**src/rtl/crc16_pkg.sv**
```systemverilog
package crc16_pkg;

    typedef enum logic [1:0] {
        ST_IDLE   = 2'd0,
        ST_ABSORB = 2'd1,
        ST_EMIT   = 2'd2
    } crc_state_e;

endpackage

```
**src/rtl/crc16_lfsr.sv**
```systemverilog
module crc16_lfsr #(
    parameter int                 WIDTH  = 16,
    parameter logic [WIDTH-1:0]   POLY   = 16'h8408,
    parameter logic [WIDTH-1:0]   PRESET = 16'hFFFF
) (
    input  logic             clk,
    input  logic             rst,
    input  logic             preset_en,
    input  logic             absorb_en,
    input  logic             drain_en,
    input  logic             din,
    output logic [WIDTH-1:0] q
);

    logic [WIDTH-1:0] base;
    logic [WIDTH-1:0] stepped;
    logic             fb;

    // Start point of the update: fresh preset on a frame start, else the register.
    assign base = preset_en ? PRESET : q;
    // The leading bit (bit 0 in the reflected view) meets the data bit here.
    assign fb   = base[0] ^ din;

    // Each position takes its upper neighbour and, where the polynomial has a tap, the feedback.
    for (genvar i = 0; i < WIDTH - 1; i++) begin : g_tap
        assign stepped[i] = base[i+1] ^ (fb & POLY[i]);
    end
    assign stepped[WIDTH-1] = fb & POLY[WIDTH-1];

    always_ff @(posedge clk) begin
        if (rst) begin
            q <= PRESET;
        end else if (absorb_en) begin
            q <= stepped;
        end else if (preset_en) begin
            q <= PRESET;
        end else if (drain_en) begin
            q <= q >> 1;
        end
    end

endmodule

```
**src/rtl/crc16_ctrl.sv**
```systemverilog
module crc16_ctrl
    import crc16_pkg::*;
#(
    parameter int WIDTH = 16
) (
    input  logic       clk,
    input  logic       rst,
    input  logic       sof,
    input  logic       bit_vld,
    input  logic       data_last,
    output logic       preset_en,
    output logic       absorb_en,
    output logic       drain_en,
    output logic       tx_vld,
    output logic       tx_done,
    output crc_state_e state_o
);

    localparam int             CW       = $clog2(WIDTH);
    localparam logic [CW-1:0]  CNT_LAST = CW'(WIDTH - 1);

    crc_state_e    st_q, st_d;
    logic [CW-1:0] cnt_q, cnt_d;

    // State register.
    always_ff @(posedge clk) begin
        if (rst) begin
            st_q  <= ST_IDLE;
            cnt_q <= '0;
        end else begin
            st_q  <= st_d;
            cnt_q <= cnt_d;
        end
    end

    // Next state.
    always_comb begin
        st_d  = st_q;
        cnt_d = cnt_q;
        if (sof) begin
            st_d  = (bit_vld && data_last) ? ST_EMIT : ST_ABSORB;
            cnt_d = '0;
        end else begin
            unique case (st_q)
                ST_IDLE: begin
                    st_d = ST_IDLE;
                end
                ST_ABSORB: begin
                    if (bit_vld && data_last) begin
                        st_d  = ST_EMIT;
                        cnt_d = '0;
                    end
                end
                ST_EMIT: begin
                    if (cnt_q == CNT_LAST) begin
                        st_d = ST_IDLE;
                    end else begin
                        cnt_d = cnt_q + 1'b1;
                    end
                end
                default: begin
                    st_d = ST_IDLE;
                end
            endcase
        end
    end

    // Outputs.
    always_comb begin
        preset_en = sof;
        absorb_en = bit_vld && (sof || st_q == ST_ABSORB);
        drain_en  = !sof && st_q == ST_EMIT;
        tx_vld    = st_q == ST_EMIT;
        tx_done   = st_q == ST_EMIT && cnt_q == CNT_LAST;
    end

    assign state_o = st_q;

endmodule

```
**src/rtl/crc16_resid.sv**
```systemverilog
module crc16_resid #(
    parameter int               WIDTH   = 16,
    parameter logic [WIDTH-1:0] RESIDUE = 16'hF0B8
) (
    input  logic [WIDTH-1:0] q,
    input  logic             inv_en,
    output logic             ok
);

    // Plain check bits drive a clean frame to zero; inverted ones to a fixed pattern.
    assign ok = inv_en ? (q == RESIDUE) : (q == '0);

endmodule

```
**src/rtl/crc16_serial.sv**
```systemverilog
module crc16_serial
    import crc16_pkg::*;
#(
    parameter int                 WIDTH   = 16,
    parameter logic [WIDTH-1:0]   POLY    = 16'h8408,
    parameter logic [WIDTH-1:0]   PRESET  = 16'hFFFF,
    parameter logic [WIDTH-1:0]   RESIDUE = 16'hF0B8
) (
    input  logic             clk,
    input  logic             rst,
    input  logic             sof,
    input  logic             bit_vld,
    input  logic             bit_in,
    input  logic             data_last,
    input  logic             inv_en,
    output logic             tx_bit,
    output logic             tx_vld,
    output logic             tx_done,
    output logic             crc_ok,
    output logic [WIDTH-1:0] crc_q
);

    logic       preset_en;
    logic       absorb_en;
    logic       drain_en;
    crc_state_e state_w;

    crc16_ctrl #(.WIDTH(WIDTH)) ctrl_i (
        .clk       (clk),
        .rst       (rst),
        .sof       (sof),
        .bit_vld   (bit_vld),
        .data_last (data_last),
        .preset_en (preset_en),
        .absorb_en (absorb_en),
        .drain_en  (drain_en),
        .tx_vld    (tx_vld),
        .tx_done   (tx_done),
        .state_o   (state_w)
    );

    crc16_lfsr #(.WIDTH(WIDTH), .POLY(POLY), .PRESET(PRESET)) lfsr_i (
        .clk       (clk),
        .rst       (rst),
        .preset_en (preset_en),
        .absorb_en (absorb_en),
        .drain_en  (drain_en),
        .din       (bit_in),
        .q         (crc_q)
    );

    crc16_resid #(.WIDTH(WIDTH), .RESIDUE(RESIDUE)) resid_i (
        .q      (crc_q),
        .inv_en (inv_en),
        .ok     (crc_ok)
    );

    assign tx_bit = tx_vld & (crc_q[0] ^ inv_en);

endmodule

```
**config.mk**
```make
export PLATFORM = sky130hd
export DESIGN_NAME = crc16_serial
export DESIGN_NICKNAME = d
export VERILOG_FILES = /design/src/rtl/crc16_pkg.sv /design/src/rtl/crc16_lfsr.sv /design/src/rtl/crc16_ctrl.sv /design/src/rtl/crc16_resid.sv /design/src/rtl/crc16_serial.sv
export SDC_FILE = /design/constraint.sdc
export NUM_CORES = 1
export LEC_CHECK = 0
export BUFFER_PORTS_ARGS = -buffer_cell sky130_fd_sc_hd__buf_4
export CAP_MARGIN = 0
export CELL_PAD_IN_SITES_DETAIL_PLACEMENT = 1
export CELL_PAD_IN_SITES_GLOBAL_PLACEMENT = 1
export CORE_ASPECT_RATIO = 0.9
export CORE_MARGIN = 2
export CORE_UTILIZATION = 41
export DETAILED_ROUTE_END_ITERATION = 10
export GPL_TIMING_DRIVEN = 0
export PLACE_DENSITY_LB_ADDON = 0.1
export REMOVE_ABC_BUFFERS = 1
export SETUP_SLACK_MARGIN = 0.4
export SYNTH_ARGS = -nofsm -noshare
export SYNTH_HDL_FRONTEND = slang
export SYNTH_SLANG_ARGS = --single-unit
```
**constraint.sdc**
```tcl
create_clock -name clk -period 2.75 [get_ports clk]
set_clock_uncertainty 0.15 [all_clocks]
set_input_delay 0.275 -clock clk [delete_from_list [all_inputs] [get_ports clk]]
set_output_delay 0.275 -clock clk [all_outputs]
set_load 0.005 [all_outputs]
```
**Word level (Yosys, flattened, before mapping)**

Cells that the tools add are included.

- Reduce and logical (&&, ||, !) cells: 12
- Eq/ne operators: 8
- $add $sub $neg: 1
- Bitwise gates (word level): 5
- Mux-type cells: 13

Operator list:

| operator | count |
|---|---|
| $mux W16 | 4 |
| $eq A16 B16 Y1 const B | 1 |
| $logic_not A16 Y1 | 1 |
| $mux W2 | 4 |
| $mux W4 | 2 |
| $pmux W4 S2 | 1 |
| $ne A3 B2 Y1 const B | 2 |
| $add A4 B1 Y4 const B | 1 |
| $eq A4 B4 Y1 const B | 1 |
| $logic_and A1 B1 Y1 | 4 |
| $pmux W2 S2 | 1 |
| $xor A1 B1 Y1 | 4 |
| $reduce_and A3 Y1 | 1 |
| $reduce_bool A3 Y1 | 1 |
| $eq A2 B1 Y1 const B | 1 |
| $eq A2 B2 Y1 const B | 1 |
| $ne A2 B1 Y1 const B | 1 |
| $ne A2 B2 Y1 const B | 1 |
| $reduce_and A2 Y1 | 1 |
| $reduce_bool A2 Y1 | 1 |
| $reduce_or A2 Y1 | 1 |
| $and A1 B1 Y1 | 1 |
| $logic_not A1 Y1 | 1 |
| $logic_or A1 B1 Y1 | 1 |
| $mux W1 | 1 |

- Input bits: 7
- Flip-flop bits (word level): 22
- Logic and storage cells: 42
- Output and inout port bits: 20

**Longest topological paths before layout**

- Depth after elaboration: 5
- Mapped depth: 6
- Depth with buffers taken out: 5

**Hierarchy**

A second synthesis with hierarchy kept.

- Cells, all modules: 140
- Area total of the unflattened synthesis: 1141.1 um^2

Modules (own cells, without submodules):

| module | seq. area each (um^2) | cells each | instances | area each (um^2) |
|---|---|---|---|---|
| crc16_lfsr | 320.3 | 81 | 1 | 655.6 |
| crc16_ctrl | 120.1 | 45 | 1 | 404.1 |
| crc16_resid | 0.0 | 12 | 1 | 66.3 |
| crc16_serial | 0.0 | 2 | 1 | 15.0 |

**Worst setup path before layout**

No wires, ideal clock.

- Path type: register to register
- Start point: register ctrl_i.st_q[0], in the netlist ctrl_i.state_o[0]
- End point: register ctrl_i.cnt_q[1]
- Cell stages (with the launch flop): 7
- Data arrival time: 1.626 ns
- Clock period less this slack: 1.846 ns
- Slack: 0.904 ns
- Required time: 2.530 ns
- Buffers on the path: 1
- Library setup time: 0.070 ns
- Cell sequence: dfxtp_1 > inv_1 > ha_1 > and4_4 > buf_6 > or4_1 > a21oi_1

- Cells in the longest elaborated chain, start to end: 3
- Elaborated cells between the ends (all ways): 7
- Classes of those cells: eq/ne (4); mux (1); reduce/logical (2)

Ends and longest elaborated chain:

| item | RTL line | text |
|---|---|---|
| from (decl) | crc16_ctrl.sv:22 | `crc_state_e st_q, st_d;` |
| from (signal assigned) | crc16_ctrl.sv:31 | `st_q <= st_d;` |
| $eq A2 B2 Y1 * | n/a |  |
| named net tx_vld | crc16_serial.sv:17 | `output logic tx_vld,` |
| $ne A2 B2 Y1 (no line) or $reduce_bool A2 Y1 (tied branches) | n/a |  |
| $reduce_and A3 Y1 (no line) | n/a |  |
| to (signal assigned) | crc16_ctrl.sv:32 | `cnt_q <= cnt_d;` |
| to (decl) | crc16_ctrl.sv:23 | `logic [CW-1:0] cnt_q, cnt_d;` |

The timed path passes the listed nets; every way through them passes the cells marked *.
A chain may end at the register's enable or synchronous reset.

**Final worst setup path**

- Start point: register ctrl_i.st_q[0], in the netlist ctrl_i.state_o[0]
- End point: register lfsr_i.q[10]

- Cells in the longest elaborated chain, start to end: 4
- Elaborated cells between the ends (all ways): 7
- Classes of those cells: eq/ne (2); mux (1); reduce/logical (4)

Ends and longest elaborated chain:

| item | RTL line | text |
|---|---|---|
| $eq A2 B1 Y1 | crc16_ctrl.sv:71 | `absorb_en = bit_vld && (sof \|\| st_q == ST_ABSORB);` |
| $logic_or A1 B1 Y1 | crc16_ctrl.sv:71 |  |
| $logic_and A1 B1 Y1 | crc16_ctrl.sv:71 |  |
| $reduce_bool A3 Y1 (no line) or $mux W16 (tied branches) | n/a |  |
| to (signal assigned) | crc16_lfsr.sv:34 | `q <= stepped;` |
| to (signal assigned) | crc16_lfsr.sv:38 | `q <= q >> 1;` |
| to (decl) | crc16_lfsr.sv:12 | `output logic [WIDTH-1:0] q` |

Parallel ways exist; a longest one is shown, timed or not.

==> flow_metrics.py <==
metrics = {
    "die": {
        "die_height_um": 55.43,
        "boundary_pin_count": 27,
        "coreArea_mm2": 0.002770,
        "dieWidth_um": 61.15,
        "floorplan.initialDensity_pct": 43.50,
        "dieArea_mm2": 0.003389,
        "std_cell_rows": 18,
    },
    "power_and_ir_drop": {
        "proportion_of_power_drawn_by_the_clock_network_pct": 36.6,
        "switching_share_pct": 25.28,
        "vdd_drop_max_mv": 0.4098,
        "power_frac_seq_pct": 48.8,
        "cellInternalPower_mw": 0.5159,
        "p_leak_nw": 0.6086,
        "power_switching_mw": 0.1746,
        "power_density_mw_per_mm2": 473.3,
        "p_comb_share_pct": 14.6,
    },
    "cts": {
        "post-cts-setup-buffers": 0,
        "cts_sinks": 22,
        "postCtsResizedCells": 0,
        "clockRootBuffer": "clkbuf_4",
        "tritoncts.num_buffers": 3,
        "insertion_delay_ns": 0.32,
        "htree_levels": 1,
        "cts_hold_repair.buffers": 0,
        "cts_max_path_buffers": 2,
        "clkTransAtPathRegs_ns": 0.14,
        "cts_tree": "built",
    },
    "setup_path": {
        "critical_path_required_ns": 2.83,
        "timing.critical_path.arrival_ns": 2.12,
        "regToRegEndpoint": "lfsr_i.q[10]",
        "startpoint_type": "flip-flop",
        "type_of_element_capturing_the_critical_path": "flip-flop",
        "crit_path_cell_trace": "inv_1 -> ha_1 -> a211o_1 -> o21ai_0 -> o31ai_1",
        "crit_slowest_cell": "a211o_1",
        "path_class": "reg -> reg",
        "worstPathBufferInverterCount": 1,
        "cpLargestDelayFamily": "compound AO/OA/AOI/OAI gates",
        "r2r_cells": 5,
        "r2r_start": "ctrl_i.state_o[0]",
        "slowest_delay_ns": 0.49,
        "r2r_slack_ns": 0.71,
        "cp_max_fo": 14,
    },
    "hold_path": {
        "hold_path.startpoint": "bit_in",
        "min-delay-path-class": "in -> reg",
        "worst_hold_path.endpoint": "lfsr_i.q[15]",
        "min_delay_path_depth": 4,
    },
    "final_layout": {
        "final_layout_size_suffix_gt1_share_pct": 20.48,
        "insertedDiodeCount": 0,
        "layout.nets": 179,
        "area.growth.synth_to_final_pct": 21.08,
    },
    "timing": {
        "finalMaxSlewViolations": 0,
        "setup_viol_count_final": 0,
        "rsz_0062_raised_after_global_routing": "no",
        "max_slew_margin_pct": 49.84,
        "timing.final.hold_violations": 0,
        "fin_tns_setup_ns": 0,
        "timing.final.crit_share_pct": 74.03,
        "hold-worst-slack_ns": 0.1368,
        "fmaxAchievable_mhz": 491.2,
        "layout_min_cycle_time_ns": 2.036,
        "worst_pin_slew_ns": 0.7509,
    },
    "grt": {
        "grt_first_pass_wirelength_um": 5188,
        "grt_max_degree": 27,
        "grt_antenna_before_repair": 0,
        "first_global_vias": 1138,
        "globalRouteTotalUtil_pct": 19.89,
        "grt-ovfl-total": 0,
    },
    "synthesis": {
        "synth.yosys.warnings": 0,
        "postSynth.asyncResetShare_pct": 0,
        "synth_most_common_cell": "dfxtp_1",
        "postSynthRegisterBits": 22,
        "netlist_area_mm2": 0.001205,
        "synth_top_area_share_pct": 36.55,
        "synth_largest_area_cell": "dfxtp_1",
        "yosysUniqueCellTypes": 36,
        "post_synth.cell_area_avg_um2": 8.253,
        "syn-instance-count": 146,
        "synth-main-ff-cell": "dfxtp_1",
        "synth.top_cells.by_area": "dfxtp_1, o21bai_1, nor3_1",
        "synth_sequential_area_ratio_pct": 36.55,
        "post_synth_most_frequent_cells": "dfxtp_1, nor2_1, nor3_1",
        "synth_enable_flop_cells": 0,
    },
    "detailed_routing": {
        "routed-via-count": 1158,
        "antenna_violating_nets_post_route": 0,
        "average_routed_wire_per_standard_cell_um": 15.06,
        "drt-initial-drc-count": 30,
        "detail_route.wirelength_um": 3102,
        "drt-vias-per-instance": 5.621,
        "length_of_the_first_detailed_routing_pass_in_iterations": 4,
        "drc": 0,
    },
    "placed_design": {
        "port_buffers": 26,
        "dp_hpwl_um": 2281,
        "globalplace.congestion": 0.8141,
    },
    "flow_run": {
        "cap_violations": 0,
    },
    "run_status": {
        "run_status": "finished, final reports clean",
    },
}
[how the worst max path moves through the flow]
| stage | start | cells past startpoint | slack [ns] | endpoint |
|---|---|---|---|---|
| floorplan | ctrl_i.state_o[0] | 5 | 0.95 | lfsr_i.q[15] |
| global placement | ctrl_i.state_o[0] | 5 | 0.54 | lfsr_i.q[11] |
| detailed placement | ctrl_i.state_o[0] | 5 | 0.55 | lfsr_i.q[11] |
| CTS | ctrl_i.state_o[0] | 5 | 0.51 | lfsr_i.q[11] |
| global route | ctrl_i.state_o[0] | 5 | 0.53 | lfsr_i.q[3] |
| finish | ctrl_i.state_o[0] | 5 | 0.71 | lfsr_i.q[10] |
[placed cells by master (no fill, tap or decap), drive strengths merged, types with 2 or more instances in the layout]
cell type  count
or3            2
nor4           3
clkbuf         3
nor3          14
a311oi         2
inv            6
nand3b         2
nand3          4
a21oi          7
nand2          9
dfxtp         22
nor2          15
o31ai          7
or4            3
a221oi         2
ha             5
nand2b         2
buf           26
o21bai        13
a31oi          2
a211oi         3
xor2           2
[routing by layer]
| metal | share of wire [%] | vias to the layer above | track usage (%) | wire, um |
|---|---|---|---|---|
| li1 | - | 581 | - | - |
| met1 | 50 | 550 | 27.52 | 1538 |
| met2 | 45 | 22 | 30.70 | 1405 |
| met3 | 4.4 | 5 | 4.684 | 136 |
| met4 | 0.71 | 0 | 4.969 | 22 |
| met5 | 0 | - | 0 | 0 |
[power groups by stage]
| stage | combinational (mW) | clock [mW] | sequential, mW |
|---|---|---|---|
| 3_3_place_gp | 0.0968 | 0 | 0.343 |
| 4_1_cts | 0.0992 | 0.261 | 0.337 |
| 6_report | 0.101 | 0.253 | 0.337 |
| 2_1_floorplan | 0.0539 | 0 | 0.342 |
| 3_5_place_dp | 0.0987 | 0 | 0.344 |
| 5_1_grt | 0.113 | 0.273 | 0.338 |
[kinds of logic (layout without fill, tap and decap cells)]
family          Yosys count  in the layout  synth area share [%]
xor+xnor                  2              2                 1.454
fa+ha+maj                 5              5                 5.192
flops                    22             22                 36.55
buf+inv                  16             36                 6.127
compound gates           42             42                 25.75
simple gates             59             59                 24.92
[worst register-to-register path: stages (launching register included)]
cell and delay [ns]:
dfxtp_1 0.35, inv_1 0.11, ha_1 0.37, a211o_1 0.49
o21ai_0 0.24, o31ai_1 0.26
[state kept, by name (all words and copies together), names as in the netlist]
register        count
ctrl_i.cnt_q        4
ctrl_i.state_o      2
lfsr_i.q           16
[stage by stage]
| stage | std cells | setup WS, ns | utilization (%) | cell area, um2 | total power, mW |
|---|---|---|---|---|---|
| after global routing | 206 | 0.5349 | 52.66 | 1459 | 0.7241 |
| after floorplan | 136 | 0.9497 | - | 1154 | 0.3959 |
| after global placement | 202 | 0.5442 | 50.50 | 1399 | 0.4401 |
| after CTS | 206 | 0.5071 | 52.39 | 1451 | 0.6973 |
| final | 206 | 0.7141 | 52.66 | 1459 | 0.6905 |
| after detailed placement | 202 | 0.5488 | 50.50 | 1399 | 0.4428 |
[cell type report]
type	instances	area, um2
Timing Repair Buffer	26	195.2
Clock buffer	3	22.52
Tap cell	40	50.05
Inverter	6	22.52
Multi-Input combinational cell	108	698.2
Sequential cell	22	440.4
Fill cell	358	1311
Clock inverter	1	30.03
No activity file was read; power rests on OpenSTA's default activity.
